$ cat src/rtl/pcibar_pkg.sv
package pcibar_pkg;
  localparam int DW            = 32;
  localparam int MAX_SLOTS     = 6;
  localparam int FIRST_BAR_IDX = 4;
  localparam int ROM_IDX       = 12;
  localparam int ROM_MIN_LOG2  = 11;

  localparam logic [DW-1:0] IO_FIXED  = 32'h0000_0003;
  localparam logic [DW-1:0] MEM_FIXED = 32'h0000_000F;

  // Low field held constant for a slot, picked by the type bit.
  function automatic logic [DW-1:0] fixed_bits(input logic [DW-1:0] cfg);
    return cfg[0] ? IO_FIXED : MEM_FIXED;
  endfunction

  // Address mask of a ROM of the given byte count, rounded up to a power of two.
  function automatic logic [DW-1:0] rom_addr_mask(input longint unsigned bytes);
    if (bytes == 0) return '0;
    for (int k = ROM_MIN_LOG2; k < DW; k++) begin
      if ((64'd1 << k) >= bytes) return ~(DW'((64'd1 << k) - 64'd1));
    end
    return '0;
  endfunction
endpackage

$ cat src/rtl/bar_slot.sv
module bar_slot
  import pcibar_pkg::*;
#(
  parameter logic [DW-1:0] CFG = '0
) (
  input  logic          clk,
  input  logic          rst_n,
  input  logic          wr_sel,
  input  logic [DW-1:0] wdata,
  output logic [DW-1:0] rd_val,
  output logic [DW-1:0] base
);
  localparam logic [DW-1:0] FIXED = fixed_bits(CFG);
  localparam logic [DW-1:0] WMASK = CFG & ~FIXED;

  logic [DW-1:0] addr_q;

  always_ff @(posedge clk or negedge rst_n) begin
    if (!rst_n)      addr_q <= '0;
    else if (wr_sel) addr_q <= wdata & WMASK;
  end

  assign rd_val = addr_q | (CFG & FIXED);
  assign base   = addr_q;

  // a selected write lands masked on the next edge
  p_write_lands_r4: assert property (@(posedge clk) disable iff (!rst_n)
    wr_sel |=> (base == ($past(wdata) & WMASK)));
  // no strobe, no change
  p_hold_r10: assert property (@(posedge clk) disable iff (!rst_n)
    !wr_sel |=> $stable(rd_val));
  // fixed low field never follows the write data
  p_low_fixed_r2: assert property (@(posedge clk) disable iff (!rst_n)
    wr_sel |=> ((rd_val & FIXED) == (CFG & FIXED)));
endmodule

$ cat src/rtl/rom_base_reg.sv
module rom_base_reg
  import pcibar_pkg::*;
#(
  parameter longint unsigned ROM_BYTES = 0
) (
  input  logic          clk,
  input  logic          rst_n,
  input  logic          wr_sel,
  input  logic [DW-1:0] wdata,
  output logic [DW-1:0] rd_val,
  output logic [DW-1:0] base,
  output logic          en
);
  localparam logic [DW-1:0] AMASK = rom_addr_mask(ROM_BYTES);
  localparam logic [DW-1:0] WMASK = (AMASK != '0) ? (AMASK | DW'(1)) : '0;

  logic [DW-1:0] rom_q;

  always_ff @(posedge clk or negedge rst_n) begin
    if (!rst_n)      rom_q <= '0;
    else if (wr_sel) rom_q <= wdata & WMASK;
  end

  assign rd_val = rom_q;
  assign base   = rom_q & AMASK;
  assign en     = rom_q[0];

  // enable follows bit 0 of the write on the next edge
  p_rom_en_r8: assert property (@(posedge clk) disable iff (!rst_n)
    wr_sel |=> (en == ($past(wdata[0]) & WMASK[0])));
  // bits 10:1 never become set
  p_rom_gap_r6: assert property (@(posedge clk) disable iff (!rst_n)
    wr_sel |=> (rd_val[10:1] == '0));
  // no strobe, no change
  p_rom_hold_r10: assert property (@(posedge clk) disable iff (!rst_n)
    !wr_sel |=> $stable(rd_val));
endmodule

$ cat src/rtl/cfg_read_mux.sv
module cfg_read_mux
  import pcibar_pkg::*;
#(
  parameter int IDX_W = 6
) (
  input  logic [IDX_W-1:0]            idx,
  input  logic [MAX_SLOTS-1:0][DW-1:0] slot_rd,
  input  logic [DW-1:0]               rom_rd,
  output logic [DW-1:0]               rdata
);
  always_comb begin
    rdata = '0;
    for (int i = 0; i < MAX_SLOTS; i++) begin
      if (idx == IDX_W'(FIRST_BAR_IDX + i)) rdata = slot_rd[i];
    end
    if (idx == IDX_W'(ROM_IDX)) rdata = rom_rd;
  end
endmodule

$ cat src/rtl/pci_bar_regs.sv
module pci_bar_regs
  import pcibar_pkg::*;
#(
  parameter int                         IDX_W     = 6,
  parameter int                         NUM_BARS  = 3,
  parameter logic [MAX_SLOTS-1:0][DW-1:0] BAR_CFG = {32'h0, 32'h0, 32'h0,
                                                     32'hFFF0_0000, 32'hFFFF_FF03, 32'hFFFF_F008},
  parameter longint unsigned            ROM_BYTES = 100000
) (
  input  logic                         clk,
  input  logic                         rst_n,
  input  logic [IDX_W-1:0]             cfg_idx,
  input  logic                         cfg_wr,
  input  logic [DW-1:0]                cfg_wdata,
  output logic [DW-1:0]                cfg_rdata,
  output logic [MAX_SLOTS-1:0][DW-1:0] bar_base,
  output logic [DW-1:0]                rom_base,
  output logic                         rom_en
);
  logic [MAX_SLOTS-1:0][DW-1:0] slot_rd;
  logic [MAX_SLOTS-1:0]         slot_wr;
  logic [DW-1:0]                rom_rd;
  logic                         rom_wr;
  logic                         idx_hit;

  for (genvar i = 0; i < MAX_SLOTS; i++) begin : g_slot
    localparam logic [DW-1:0] SCFG = (i < NUM_BARS) ? BAR_CFG[i] : '0;
    assign slot_wr[i] = cfg_wr && (cfg_idx == IDX_W'(FIRST_BAR_IDX + i));
    bar_slot #(.CFG(SCFG)) u_slot (
      .clk    (clk),
      .rst_n  (rst_n),
      .wr_sel (slot_wr[i]),
      .wdata  (cfg_wdata),
      .rd_val (slot_rd[i]),
      .base   (bar_base[i])
    );
  end

  assign rom_wr = cfg_wr && (cfg_idx == IDX_W'(ROM_IDX));

  rom_base_reg #(.ROM_BYTES(ROM_BYTES)) u_rom (
    .clk    (clk),
    .rst_n  (rst_n),
    .wr_sel (rom_wr),
    .wdata  (cfg_wdata),
    .rd_val (rom_rd),
    .base   (rom_base),
    .en     (rom_en)
  );

  cfg_read_mux #(.IDX_W(IDX_W)) u_rmux (
    .idx     (cfg_idx),
    .slot_rd (slot_rd),
    .rom_rd  (rom_rd),
    .rdata   (cfg_rdata)
  );

  assign idx_hit = (slot_wr != '0) || rom_wr;

  // strobes to unmapped indices leave every decoded output alone
  p_other_idx_r9: assert property (@(posedge clk) disable iff (!rst_n)
    (cfg_wr && !idx_hit) |=> ($stable(bar_base) && $stable(rom_base) && $stable(rom_en)));
  // unused slots never decode a base
  p_unused_zero_r5: assert property (@(posedge clk) disable iff (!rst_n)
    slot_wr[MAX_SLOTS-1] |=> (bar_base[MAX_SLOTS-1] == ((NUM_BARS >= MAX_SLOTS) ? bar_base[MAX_SLOTS-1] : '0)));
  // the decoded base stays put until the write edge
  p_base_timing_r8: assert property (@(posedge clk) disable iff (!rst_n)
    !cfg_wr |=> $stable(bar_base));
endmodule

$ cat config.mk
export PLATFORM = sky130hd
export DESIGN_NAME = pci_bar_regs
export DESIGN_NICKNAME = d
export VERILOG_FILES = /design/src/rtl/pcibar_pkg.sv /design/src/rtl/bar_slot.sv /design/src/rtl/rom_base_reg.sv /design/src/rtl/cfg_read_mux.sv /design/src/rtl/pci_bar_regs.sv
export SDC_FILE = /design/constraint.sdc
export NUM_CORES = 1
export LEC_CHECK = 0
export BUFFER_PORTS_ARGS = -buffer_cell sky130_fd_sc_hd__buf_2
export CORE_AREA = 2 2 114 116
export DETAILED_ROUTE_END_ITERATION = 8
export DIE_AREA = 0 0 116 118
export PLACE_DENSITY = 0.75
export REMOVE_ABC_BUFFERS = 1
export SYNTH_ARGS = -nofsm -noshare
export SYNTH_HDL_FRONTEND = slang
export SYNTH_SLANG_ARGS = --single-unit
$ cat constraint.sdc
create_clock -name clk -period 2 [get_ports clk]
set_input_delay 0.1 -clock clk [delete_from_list [all_inputs] [get_ports clk]]
set_output_delay 0.1 -clock clk [all_outputs]
set_load 0.005 [all_outputs]
==> results.py <==
metrics = {
    "run_status": {
        "outcome": "complete, no violations",
    },
    "hold_path": {
        "holdPathEnd": "g_slot[1].u_slot.base[13]$_DFFE_PN0P_",
        "whs_path_depth": 2,
        "hold_class": "in -> reg",
        "hp-start": "cfg_wdata[13]",
    },
    "sta": {
        "setup_viol": 0,
        "hold_viol_final": 0,
        "whs_ps": 16.2,
        "rsz0062_at_grt": "no",
        "relSlewSlack": 0.595,
        "fmax_ghz": 0.533,
        "fin_crit_sh": 0.938,
        "worst_slack_ps": 124,
        "worstMarginPinSlew_ps": 607,
        "period_minus_slack_ps": 1880,
        "maxSlewViolCount": 0,
        "finClkSkew_ps": 0,
    },
    "final_layout": {
        "syn_to_final_growth_pct": 16.5,
        "drive_gt1_frac": 0.426,
        "utilization": 0.415,
        "diodes": 0,
        "nets": 597,
    },
    "detailed_routing": {
        "ant_nets": 0,
        "drt_pre_antenna_iters": 4,
        "routed_wl_mm": 9.98,
        "routedWlPerCell_um": 13.6,
        "drtIter0Drc": 122,
        "vias": 2977,
        "drc": 0,
        "vias_per_cell": 4.06,
    },
    "synth": {
        "synth_warnings": 0,
        "muxShareOfSynthArea": 0.192,
        "yosys.area_share.simple": 0.0577,
        "ys_ff_latch": 72,
        "synth-seq-area-share": 0.407,
        "syn_area_sq_um": 4420,
        "synth_xor_area_frac": 0,
        "synth-adder-area-share": 0,
        "synth.avg_cell_area_sq_um": 10.9,
        "yosysUniqueCellTypes": 26,
        "synth_compound_area_frac": 0.0557,
        "synth_cells": 405,
        "synth_top_family_by_area": "buffers and inverters",
    },
    "clocking": {
        "cts_max_path_buffers": 2,
        "cts.clk_slew.worst_paths_ps": 50,
        "cts_tree": "yes",
        "cts_setup_buffers": 0,
        "cts_made_buffers": 9,
        "htreeDepth": 3,
        "cts.sinks": 72,
        "cts-root-buf": "clkbuf_16",
        "insertion_delay_ps": 330,
    },
    "die": {
        "core.rowCount": 41,
        "dieArea_sq_um": 13700,
        "start_util": 0.356,
        "ios": 298,
        "coreArea_sq_um": 12400,
        "dieHeight_um": 118,
        "chipWidth_um": 116,
    },
    "setup_path": {
        "timing.reg2reg.setup_slack_ps": 1200,
        "arrival_ps": 1780,
        "worstSetupStartpointType": "input pin",
        "setup.worst_path.end_class": "output port",
        "worst_r2r_startpoint": "g_slot[0].u_slot.base[14]$_DFFE_PN0P_",
        "crit_required_ps": 1900,
        "cp_max_fo": 12,
        "worst_r2r_endpoint": "g_slot[0].u_slot.base[14]$_DFFE_PN0P_",
        "criticalPathCategory": "in -> out",
        "worst-r2r-cell-count": 1,
    },
    "power": {
        "p_int_mw": 2.94,
        "p_leak_nw": 3.04,
        "seq_power_share": 0.453,
        "swShare": 0.263,
        "pwr-share-comb": 0.165,
        "power_density_nw_per_um2": 773,
        "power.switching_mw": 1.05,
        "p_clk_frac": 0.382,
        "peakVddDrop_mv": 0.451,
    },
    "place": {
        "routabilityCongestion": 0.792,
        "hpwlAfterDp_mm": 7.49,
        "io_buffers": 132,
        "place_ws_ps": 11.4,
    },
    "run": {
        "cap_violations": 0,
    },
    "grt": {
        "grtUsageTotal": 0.148,
        "antenna_found_initial": 0,
        "overflow": 0,
        "grt_pass1_vias": 2880,
        "grt_max_degree": 49,
        "grt_first_pass_wirelength_mm": 15.5,
    },
}
[power groups by stage]
| stage | clock [mW] | combinational, mW | sequential, mW |
|---|---|---|---|
| 3_3_place_gp | 0 | 0.631 | 1.82 |
| 3_5_place_dp | 0 | 0.643 | 1.83 |
| 5_1_grt | 1.64 | 0.739 | 1.83 |
| 6_report | 1.52 | 0.658 | 1.80 |
| 2_1_floorplan | 0 | 0.289 | 1.82 |
| 4_1_cts | 1.56 | 0.660 | 1.80 |
[layer usage]
| layer | wire (um) | vias up | track usage |
|---|---|---|---|
| met1 | 3800 | 1441 | 0.169 |
| met5 | 0 | - | 0 |
| li1 | - | 1342 | - |
| met2 | 5180 | 181 | 0.253 |
| met4 | 157 | 0 | 0.0625 |
| met3 | 846 | 13 | 0.0438 |
[synthesized netlist by cell type]
master | n | area, sq um
a222oi_1 | 3 | 30.0
nor3b_4 | 1 | 18.8
or4b_4 | 1 | 13.8
a21o_1 | 1 | 7.51
a2bb2oi_1 | 12 | 105
nand2_1 | 14 | 52.6
buf_2 | 6 | 30.0
buf_4 | 158 | 1190
mux2_4 | 10 | 150
clkbuf_1 | 7 | 26.3
nor3_2 | 1 | 10.0
a22o_1 | 5 | 43.8
dfrtp_1 | 72 | 1800
nor2_1 | 24 | 90.1
and2_1 | 4 | 25.0
mux2_2 | 62 | 698
conb_1 | 1 | 3.75
nand2_2 | 1 | 6.26
buf_6 | 1 | 11.3
or3b_4 | 1 | 11.3
or2_4 | 1 | 8.76
and3_1 | 1 | 6.26
inv_1 | 4 | 15.0
or2_2 | 1 | 6.26
o21ai_0 | 12 | 60.1
nor4_1 | 1 | 6.26
[final cells by class]
class                      count  area (sq um)
clock buffer                  13           270
clock inverter                 3          15.0
fill                        1243          7260
inverter                       4          15.0
multi-input combinational    314          1940
sequential                    72          1800
tap                          172           215
timing repair buffer         155           896
[flip-flops by register name (all words and copies together), names as in the netlist]
| signal | flops |
|---|---|
| u_rom.rd_val | 16 |
| g_slot.u_slot.base | 56 |
[timing repair]
item | in CTS | in global routing
resized for setup | 0 | 0
hold buffers | 10 | 0
endpoints found under the hold margin | 36 | 0
setup endpoints to repair | 0 | 0
[cell usage in the layout, fill, tap and decap left out, drive strengths merged, types with 3 or more instances in the layout]
master	n
conb	158
buf	145
dfrtp	72
mux2	72
nor2	24
nand2	15
clkbuf	13
a2bb2oi	12
o21ai	12
dlygate4sd3	10
a22o	5
inv	4
and2	4
a222oi	3
clkinv	3
[critical path, stage by stage]
cell and delay, ps:
buf_2 110, or4b_4 580, or2_2 440, a2bb2oi_1 190, o21ai_0 200, buf_2 150
[how the worst max path moves through the flow]
stage | slack [ps] | startpoint | end | depth (start not counted)
6_report | 120 | cfg_idx[3] | cfg_rdata[23] | 6
2_1_floorplan | -230 | cfg_idx[3] | g_slot[1].u_slot.base[10]$_DFFE_PN0P_ | 4
3_5_place_dp | 10 | cfg_idx[3] | g_slot[2].u_slot.base[31]$_DFFE_PN0P_ | 5
4_1_cts | 120 | cfg_idx[3] | cfg_rdata[23] | 6
5_1_grt | 90 | cfg_idx[3] | cfg_rdata[23] | 6
3_3_place_gp | 30 | cfg_idx[3] | g_slot[2].u_slot.base[20]$_DFFE_PN0P_ | 5
[through the flow]
stage,cell area [sq um],total power [mW],instances,setup TNS [ps]
6_report,5160,3.99,733,0
5_1_grt,5160,4.21,733,0
4_1_cts,5160,4.03,733,0
3_5_place_dp,4770,2.47,707,0
3_3_place_gp,4770,2.45,707,0
2_1_floorplan,3760,2.11,390,-6770
[kinds of logic (layout without fill, tap and decap cells)]
family / after synthesis / count (layout)
buffers and inverters: 176 / 175
multiplexers: 72 / 72
flip-flops: 72 / 72
AND/OR/NAND/NOR: 51 / 51
AO/OA/AOI/OAI: 33 / 33
other: 1 / 158
No activity file was read; power rests on OpenSTA's default activity.
